<file path="src/rtl/fpr_pkg.sv">
package fpr_pkg;

  localparam logic [2:0] RM_NEAR_EVEN = 3'd0;
  localparam logic [2:0] RM_TO_ZERO   = 3'd1;
  localparam logic [2:0] RM_TO_NEG    = 3'd2;
  localparam logic [2:0] RM_TO_POS    = 3'd3;
  localparam logic [2:0] RM_NEAR_MAX  = 3'd4;

  typedef enum logic [1:0] {
    OVF_INF    = 2'd0,
    OVF_MAXFIN = 2'd1
  } ovf_pick_e;

  typedef struct packed {
    logic nx;
    logic of;
    logic uf;
  } fpr_flags_t;

endpackage

</file>
<file path="src/rtl/fpr_inc_decide.sv">
module fpr_inc_decide
  import fpr_pkg::*;
(
  input  logic       rm_mode_i_sign,
  input  logic [2:0] rm_code,
  input  logic       lsb,
  input  logic [2:0] grs,
  output logic       inc,
  output logic       lossy,
  output logic       mode_ok,
  output ovf_pick_e  ovf_pick
);

  logic g_bit;
  logic rs_any;

  assign g_bit  = grs[2];
  assign rs_any = grs[1] | grs[0];
  assign lossy  = |grs;

  always_comb begin
    inc      = 1'b0;
    mode_ok  = 1'b1;
    ovf_pick = OVF_INF;
    case (rm_code)
      RM_NEAR_EVEN: begin
        inc      = g_bit & (rs_any | lsb);
        ovf_pick = OVF_INF;
      end
      RM_TO_ZERO: begin
        inc      = 1'b0;
        ovf_pick = OVF_MAXFIN;
      end
      RM_TO_NEG: begin
        inc      = rm_mode_i_sign & lossy;
        ovf_pick = rm_mode_i_sign ? OVF_INF : OVF_MAXFIN;
      end
      RM_TO_POS: begin
        inc      = ~rm_mode_i_sign & lossy;
        ovf_pick = rm_mode_i_sign ? OVF_MAXFIN : OVF_INF;
      end
      RM_NEAR_MAX: begin
        inc      = g_bit;
        ovf_pick = OVF_INF;
      end
      default: begin
        inc      = 1'b0;
        mode_ok  = 1'b0;
        ovf_pick = OVF_INF;
      end
    endcase
  end

endmodule

</file>
<file path="src/rtl/fpr_sig_incr.sv">
module fpr_sig_incr #(
  parameter int MAN_W    = 23,
  parameter int EXP_IN_W = 10
) (
  input  logic signed [EXP_IN_W-1:0] exp_in,
  input  logic [MAN_W:0]             sig_in,
  input  logic                       inc,
  output logic signed [EXP_IN_W:0]   exp_out,
  output logic [MAN_W-1:0]           frac_out
);

  localparam int SUM_W = MAN_W + 2;

  logic [SUM_W-1:0] sum;
  logic             carry;

  assign sum   = {1'b0, sig_in} + {{(SUM_W-1){1'b0}}, inc};
  assign carry = sum[SUM_W-1];

  always_comb begin
    if (carry) begin
      exp_out  = {exp_in[EXP_IN_W-1], exp_in} + {{EXP_IN_W{1'b0}}, 1'b1};
      frac_out = '0;
    end else begin
      exp_out  = {exp_in[EXP_IN_W-1], exp_in};
      frac_out = sum[MAN_W-1:0];
    end
  end

endmodule

</file>
<file path="src/rtl/fpr_pack_select.sv">
module fpr_pack_select
  import fpr_pkg::*;
#(
  parameter int EXP_W    = 8,
  parameter int MAN_W    = 23,
  parameter int EXP_IN_W = 10
) (
  input  logic                       sign,
  input  logic                       is_zero,
  input  logic signed [EXP_IN_W-1:0] pre_exp,
  input  logic signed [EXP_IN_W:0]   post_exp,
  input  logic [MAN_W-1:0]           frac,
  input  logic                       lossy,
  input  logic                       mode_ok,
  input  ovf_pick_e                  ovf_pick,
  output logic [EXP_W+MAN_W:0]       word,
  output fpr_flags_t                 flags
);

  localparam int WORD_W = EXP_W + MAN_W + 1;
  localparam logic signed [EXP_IN_W:0]   EXP_TOP  = (EXP_IN_W+1)'((1 << EXP_W) - 1);
  localparam logic signed [EXP_IN_W-1:0] EXP_ZERO = '0;
  localparam logic [EXP_W-1:0]           EF_INF   = '1;
  localparam logic [EXP_W-1:0]           EF_MAX   = EF_INF - 1'b1;

  logic tiny;
  logic huge;

  assign tiny = (pre_exp <= EXP_ZERO);
  assign huge = (post_exp >= EXP_TOP);

  always_comb begin
    word  = '0;
    flags = '0;
    if (!mode_ok) begin
      word  = '0;
      flags = '0;
    end else if (is_zero) begin
      word  = {sign, {(WORD_W-1){1'b0}}};
      flags = '0;
    end else if (tiny) begin
      word     = {sign, {(WORD_W-1){1'b0}}};
      flags.uf = 1'b1;
      flags.nx = 1'b1;
    end else if (huge) begin
      flags.of = 1'b1;
      flags.nx = 1'b1;
      if (ovf_pick == OVF_MAXFIN)
        word = {sign, EF_MAX, {MAN_W{1'b1}}};
      else
        word = {sign, EF_INF, {MAN_W{1'b0}}};
    end else begin
      word     = {sign, post_exp[EXP_W-1:0], frac};
      flags.nx = lossy;
    end
  end

endmodule

</file>
<file path="src/rtl/fpr_round_stage.sv">
module fpr_round_stage
  import fpr_pkg::*;
#(
  parameter int EXP_W    = 8,
  parameter int MAN_W    = 23,
  parameter int EXP_IN_W = EXP_W + 2
) (
  input  logic                       clk,
  input  logic                       rst,
  input  logic                       in_valid,
  input  logic                       in_sign,
  input  logic signed [EXP_IN_W-1:0] in_exp,
  input  logic [MAN_W:0]             in_sig,
  input  logic [2:0]                 in_grs,
  input  logic [2:0]                 in_rm,
  output logic                       out_valid,
  output logic [EXP_W+MAN_W:0]       out_result,
  output logic                       out_nx,
  output logic                       out_of,
  output logic                       out_uf
);

  localparam int WORD_W = EXP_W + MAN_W + 1;

  logic                     inc;
  logic                     lossy;
  logic                     mode_ok;
  ovf_pick_e                ovf_pick;
  logic signed [EXP_IN_W:0] post_exp;
  logic [MAN_W-1:0]         frac;
  logic [WORD_W-1:0]        word_c;
  fpr_flags_t               flags_c;
  logic                     is_zero;

  assign is_zero = ~in_sig[MAN_W];

  fpr_inc_decide u_decide (
    .rm_mode_i_sign (in_sign),
    .rm_code        (in_rm),
    .lsb            (in_sig[0]),
    .grs            (in_grs),
    .inc            (inc),
    .lossy          (lossy),
    .mode_ok        (mode_ok),
    .ovf_pick       (ovf_pick)
  );

  fpr_sig_incr #(
    .MAN_W    (MAN_W),
    .EXP_IN_W (EXP_IN_W)
  ) u_incr (
    .exp_in   (in_exp),
    .sig_in   (in_sig),
    .inc      (inc),
    .exp_out  (post_exp),
    .frac_out (frac)
  );

  fpr_pack_select #(
    .EXP_W    (EXP_W),
    .MAN_W    (MAN_W),
    .EXP_IN_W (EXP_IN_W)
  ) u_pack (
    .sign     (in_sign),
    .is_zero  (is_zero),
    .pre_exp  (in_exp),
    .post_exp (post_exp),
    .frac     (frac),
    .lossy    (lossy),
    .mode_ok  (mode_ok),
    .ovf_pick (ovf_pick),
    .word     (word_c),
    .flags    (flags_c)
  );

  always_ff @(posedge clk) begin
    if (rst) begin
      out_valid  <= 1'b0;
      out_result <= '0;
      out_nx     <= 1'b0;
      out_of     <= 1'b0;
      out_uf     <= 1'b0;
    end else begin
      out_valid <= in_valid;
      if (in_valid) begin
        out_result <= word_c;
        out_nx     <= flags_c.nx;
        out_of     <= flags_c.of;
        out_uf     <= flags_c.uf;
      end
    end
  end

endmodule

</file>
<file path="config.mk">
export PLATFORM = sky130hd
export DESIGN_NAME = fpr_round_stage
export DESIGN_NICKNAME = d
export VERILOG_FILES = /design/src/rtl/fpr_pkg.sv /design/src/rtl/fpr_inc_decide.sv /design/src/rtl/fpr_sig_incr.sv /design/src/rtl/fpr_pack_select.sv /design/src/rtl/fpr_round_stage.sv
export SDC_FILE = /design/constraint.sdc
export NUM_CORES = 1
export LEC_CHECK = 0
export CAP_MARGIN = 10
export CORE_MARGIN = 5
export CORE_UTILIZATION = 39
export CTS_CLUSTER_SIZE = 8
export DETAILED_ROUTE_END_ITERATION = 16
export GPL_TIMING_DRIVEN = 0
export PLACE_DENSITY = 0.69
export SLEW_MARGIN = 5
export SYNTH_ARGS = -nofsm -noshare
export SYNTH_HDL_FRONTEND = slang
export SYNTH_SLANG_ARGS = --single-unit
export TNS_END_PERCENT = 20
</file>
<file path="constraint.sdc">
create_clock -name clk -period 3.7 [get_ports clk]
set_input_delay 0.37 -clock clk [delete_from_list [all_inputs] [get_ports clk]]
set_output_delay 0.37 -clock clk [all_outputs]
set_load 0.005 [all_outputs]
</file>
==> run_results.csv <==
group,metric,value,unit
timing,period_minus_slack,3510,ps
power,ir_worst_vdd,127,µV
yosys,postSynthAreaPerCell,8.85,µm²
final_layout,drive_gt1_share,10.8,%
floorplan,ios,80,
floorplan,die_y,84.1,µm
global_route,grt.busiest_layer,"met2",
placed_design,pre_cts_slack,-675,ps
final_layout,finalNetCount,379,
floorplan,core_area,0.00541,mm²
final_layout,area_growth,51.2,%
yosys,synth_compound_area_share,19.9,%
outcome,status,"finished, final reports clean",
clock_tree,clockBufferDepth,2,
timing,tightest_slew,740,ps
timing,setup_viol_count_final,0,
drt,drtIter0Drc,76,
clock_tree,cts_made_buffers,5,
global_route,grt_pass1_wl,9.78,mm
drt,wl,6.30,mm
setup_path,path_common_cell,"ha_4",
placed_design,hpwl,4.70,mm
yosys,syn_nets,290,
global_route,grtUsageMet1,21.2,%
timing,setup_ws,189,ps
drt,drc,0,
yosys,ys_async_sr_fraction,0,%
clock_tree,cts_root_buf,"clkbuf_8",
setup_path,cp_max_fo,10,
power,p_leak,1.25,nW
drt,post_drt_wl_per_cell,15.6,µm
yosys,synth-seq-cells,36,
yosys,synthAdderAreaFrac,2.34,%
worst_hold_path,min_path_type,"flip-flop to flip-flop",
yosys,synthMuxAreaShare,0.467,%
clock_tree,clkLatencyLatePin,290,ps
drt,avgViaCountPerCell,5.34,
timing,finClkSkew,0,ps
floorplan,die-width,84.1,µm
timing,fin_crit_sh,94.9,%
setup_path,path_class,"input port to flip-flop",
drt,via_count,2158,
yosys,yosysWarnings,0,
setup_path,setup.worst_path.start_class,"input port",
placed_design,globalplace.congestion,0.814,
yosys,synth-xor-area-share,12.7,%
drt,detail-route-antenna-nets,0,
global_route,grt_max_degree,13,
setup_path,endpoint_kind,"flip-flop",
global_route,met3_usage,4.44,%
timing,hold_viol,0,
yosys,synth_flop_cell,"dfxtp_1",
yosys,synthSimpleGateAreaFrac,25.7,%
final_layout,diodes,0,
clock_tree,clock-sinks,36,
global_route,first_global_vias,2045,
global_route,gr-usage-met2,29.3,%
timing,relSlewSlack,50.2,%
placed_design,portBuffers,78,
clock_tree,path_clk_slew,80,ps
job,max_cap_violations,0,
timing,slew_violations,0,
floorplan,start_util,39.6,%
global_route,track_usage,17.2,%
yosys,synth_edf_count,0,
placed_design,dp.cells,392,
setup_path,cp_cell_sequence,"dlymetal6s2s_1 -> xnor2_2 -> nor3b_4 -> nor2b_2 -> o22a_1 -> ha_4 -> ha_4 -> nand4_4 -> or4_4 -> o41ai_4 -> o2111ai_2 -> o211a_2 -> nor2b_4 -> buf_6 -> a221o_1",
setup_path,slowest_delay,610,ps
global_route,antenna_found_initial,0,
clock_tree,hold_buffers,0,
yosys,synth_top_family_by_area,"simple AND/OR/NAND/NOR gates",
yosys,yosysSeqAreaShare,33.6,%
global_route,grt_overflow,0,
yosys,synthCells,242,
timing,rsz0062_at_grt,"false",
setup_path,worstPathRequired,3880,ps
final_layout,final_cell_count_no_fill,404,
clock_tree,cts_tree,"yes",
final_layout,fill_cells,488,
drt,first_pass_iters,4,
yosys,synth_area,0.00214,mm²
timing,max_freq,285,MHz
power,pwr_density_cell,285,mW/mm²
yosys,ys_types,42,
timing,hold_ws,447,ps
clock_tree,htreeDepth,2,
setup_path,worstPathArrival,3690,ps
setup_path,cp_slowest_cell,"or4_4",
floorplan,die_area,0.00707,mm²
floorplan,num_rows,27,
-- final cells by class --
cell class	instances	area (µm²)	share of cell area, %
Buffer	11	93.8	2.90
Timing Repair Buffer	82	816	25.2
Clock buffer	5	68.8	2.12
Sequential cell	36	721	22.2
Inverter	5	18.8	0.579
Tap cell	72	90.1	2.78
Multi-Input combinational cell	190	1390	42.9
Clock inverter	3	42.5	1.31
-- per-layer routing --
| layer | share of wire [%] | wire length, µm |
|---|---|---|
| met1 | 46 | 2910 |
| met2 | 46 | 2870 |
| met3 | 6.8 | 428 |
| met4 | 1.4 | 91 |
| met5 | 0 | 0 |
-- placed cells by master (no fill, tap or decap), types with 6 or more instances in the layout --
cell type,n
xnor2_1,19
nor4_1,7
dfxtp_1,36
xor2_1,11
nand4_1,9
nand3_1,12
and3_1,6
o21ai_0,10
clkdlybuf4s50_1,73
nor2_1,15
a221o_1,22
nand2_1,32
-- state kept, by name (all words and copies together), names as in the netlist --
name,cells
out_nx,1
out_of,1
out_result,32
out_uf,1
out_valid,1
-- final timing paths --
check,from,endpoint,slack (ps),depth (start not counted)
max,in_sign,out_result[1]$_SDFFE_PP0P_,190,15
min,out_result[30]$_SDFFE_PP0P_,out_result[30]$_SDFFE_PP0P_,450,2
min reg2reg,out_result[30]$_SDFFE_PP0P_,out_result[30]$_SDFFE_PP0P_,450,2
max reg2reg,out_result[20]$_SDFFE_PP0P_,out_result[20]$_SDFFE_PP0P_,2940,1
-- kinds of logic (layout without fill, tap and decap cells) --
logic type / after synthesis / count (layout)
simple gates: 104 / 104
compound gates: 50 / 50
flops: 36 / 36
xor+xnor: 31 / 31
buf+inv: 16 / 106
fa+ha+maj: 4 / 4
mux: 1 / 1
-- what timing repair did --
action                                  CTS  global route
pin swaps                                 3             6
buffers inserted                          0             4
resized for setup                         9            11
endpoints found under the setup margin   27            24
-- cells in the mapped netlist (4+ instances only) --
master | number | share of area, %
dfxtp_1 | 36 | 34
nand2_1 | 32 | 5.6
a221o_1 | 22 | 10
xnor2_1 | 20 | 8.2
nor2_1 | 15 | 2.6
nand3_1 | 12 | 2.8
xor2_1 | 11 | 4.5
o21ai_0 | 10 | 2.3
nand4_1 | 9 | 2.6
nor4_1 | 8 | 2.3
and3_1 | 6 | 1.8
a21oi_1 | 5 | 1.2
clkbuf_1 | 5 | 0.88
inv_1 | 5 | 0.88
ha_1 | 4 | 2.3
nor3_1 | 4 | 0.93
-- worst max-delay path, delay by kind of cell --
family / cells / cell delay (ps)
compound gates: 5 / 1270
xor+xnor: 1 / 160
fa+ha+maj: 2 / 330
buf+inv: 2 / 310
simple gates: 5 / 1260
-- power breakdown --
part | total, mW | switching [mW] | internal (mW)
combinational | 0.166 | 0.0757 | 0.0900
sequential | 0.400 | 0.00435 | 0.396
clock | 0.357 | 0.157 | 0.200
total | 0.923 | 0.237 | 0.685
-- stage by stage --
step           util [%]  power [mW]  area, µm²  setup TNS [ps]
2_1_floorplan         -       0.468       2140               0
3_3_place_gp       55.7       0.562       3010          -15140
3_5_place_dp       55.7       0.563       3010          -17440
4_1_cts            58.7       0.922       3170               0
5_1_grt            59.9       0.956       3240               0
6_report           59.9       0.923       3240               0
Power figures use the tool's default switching activity.
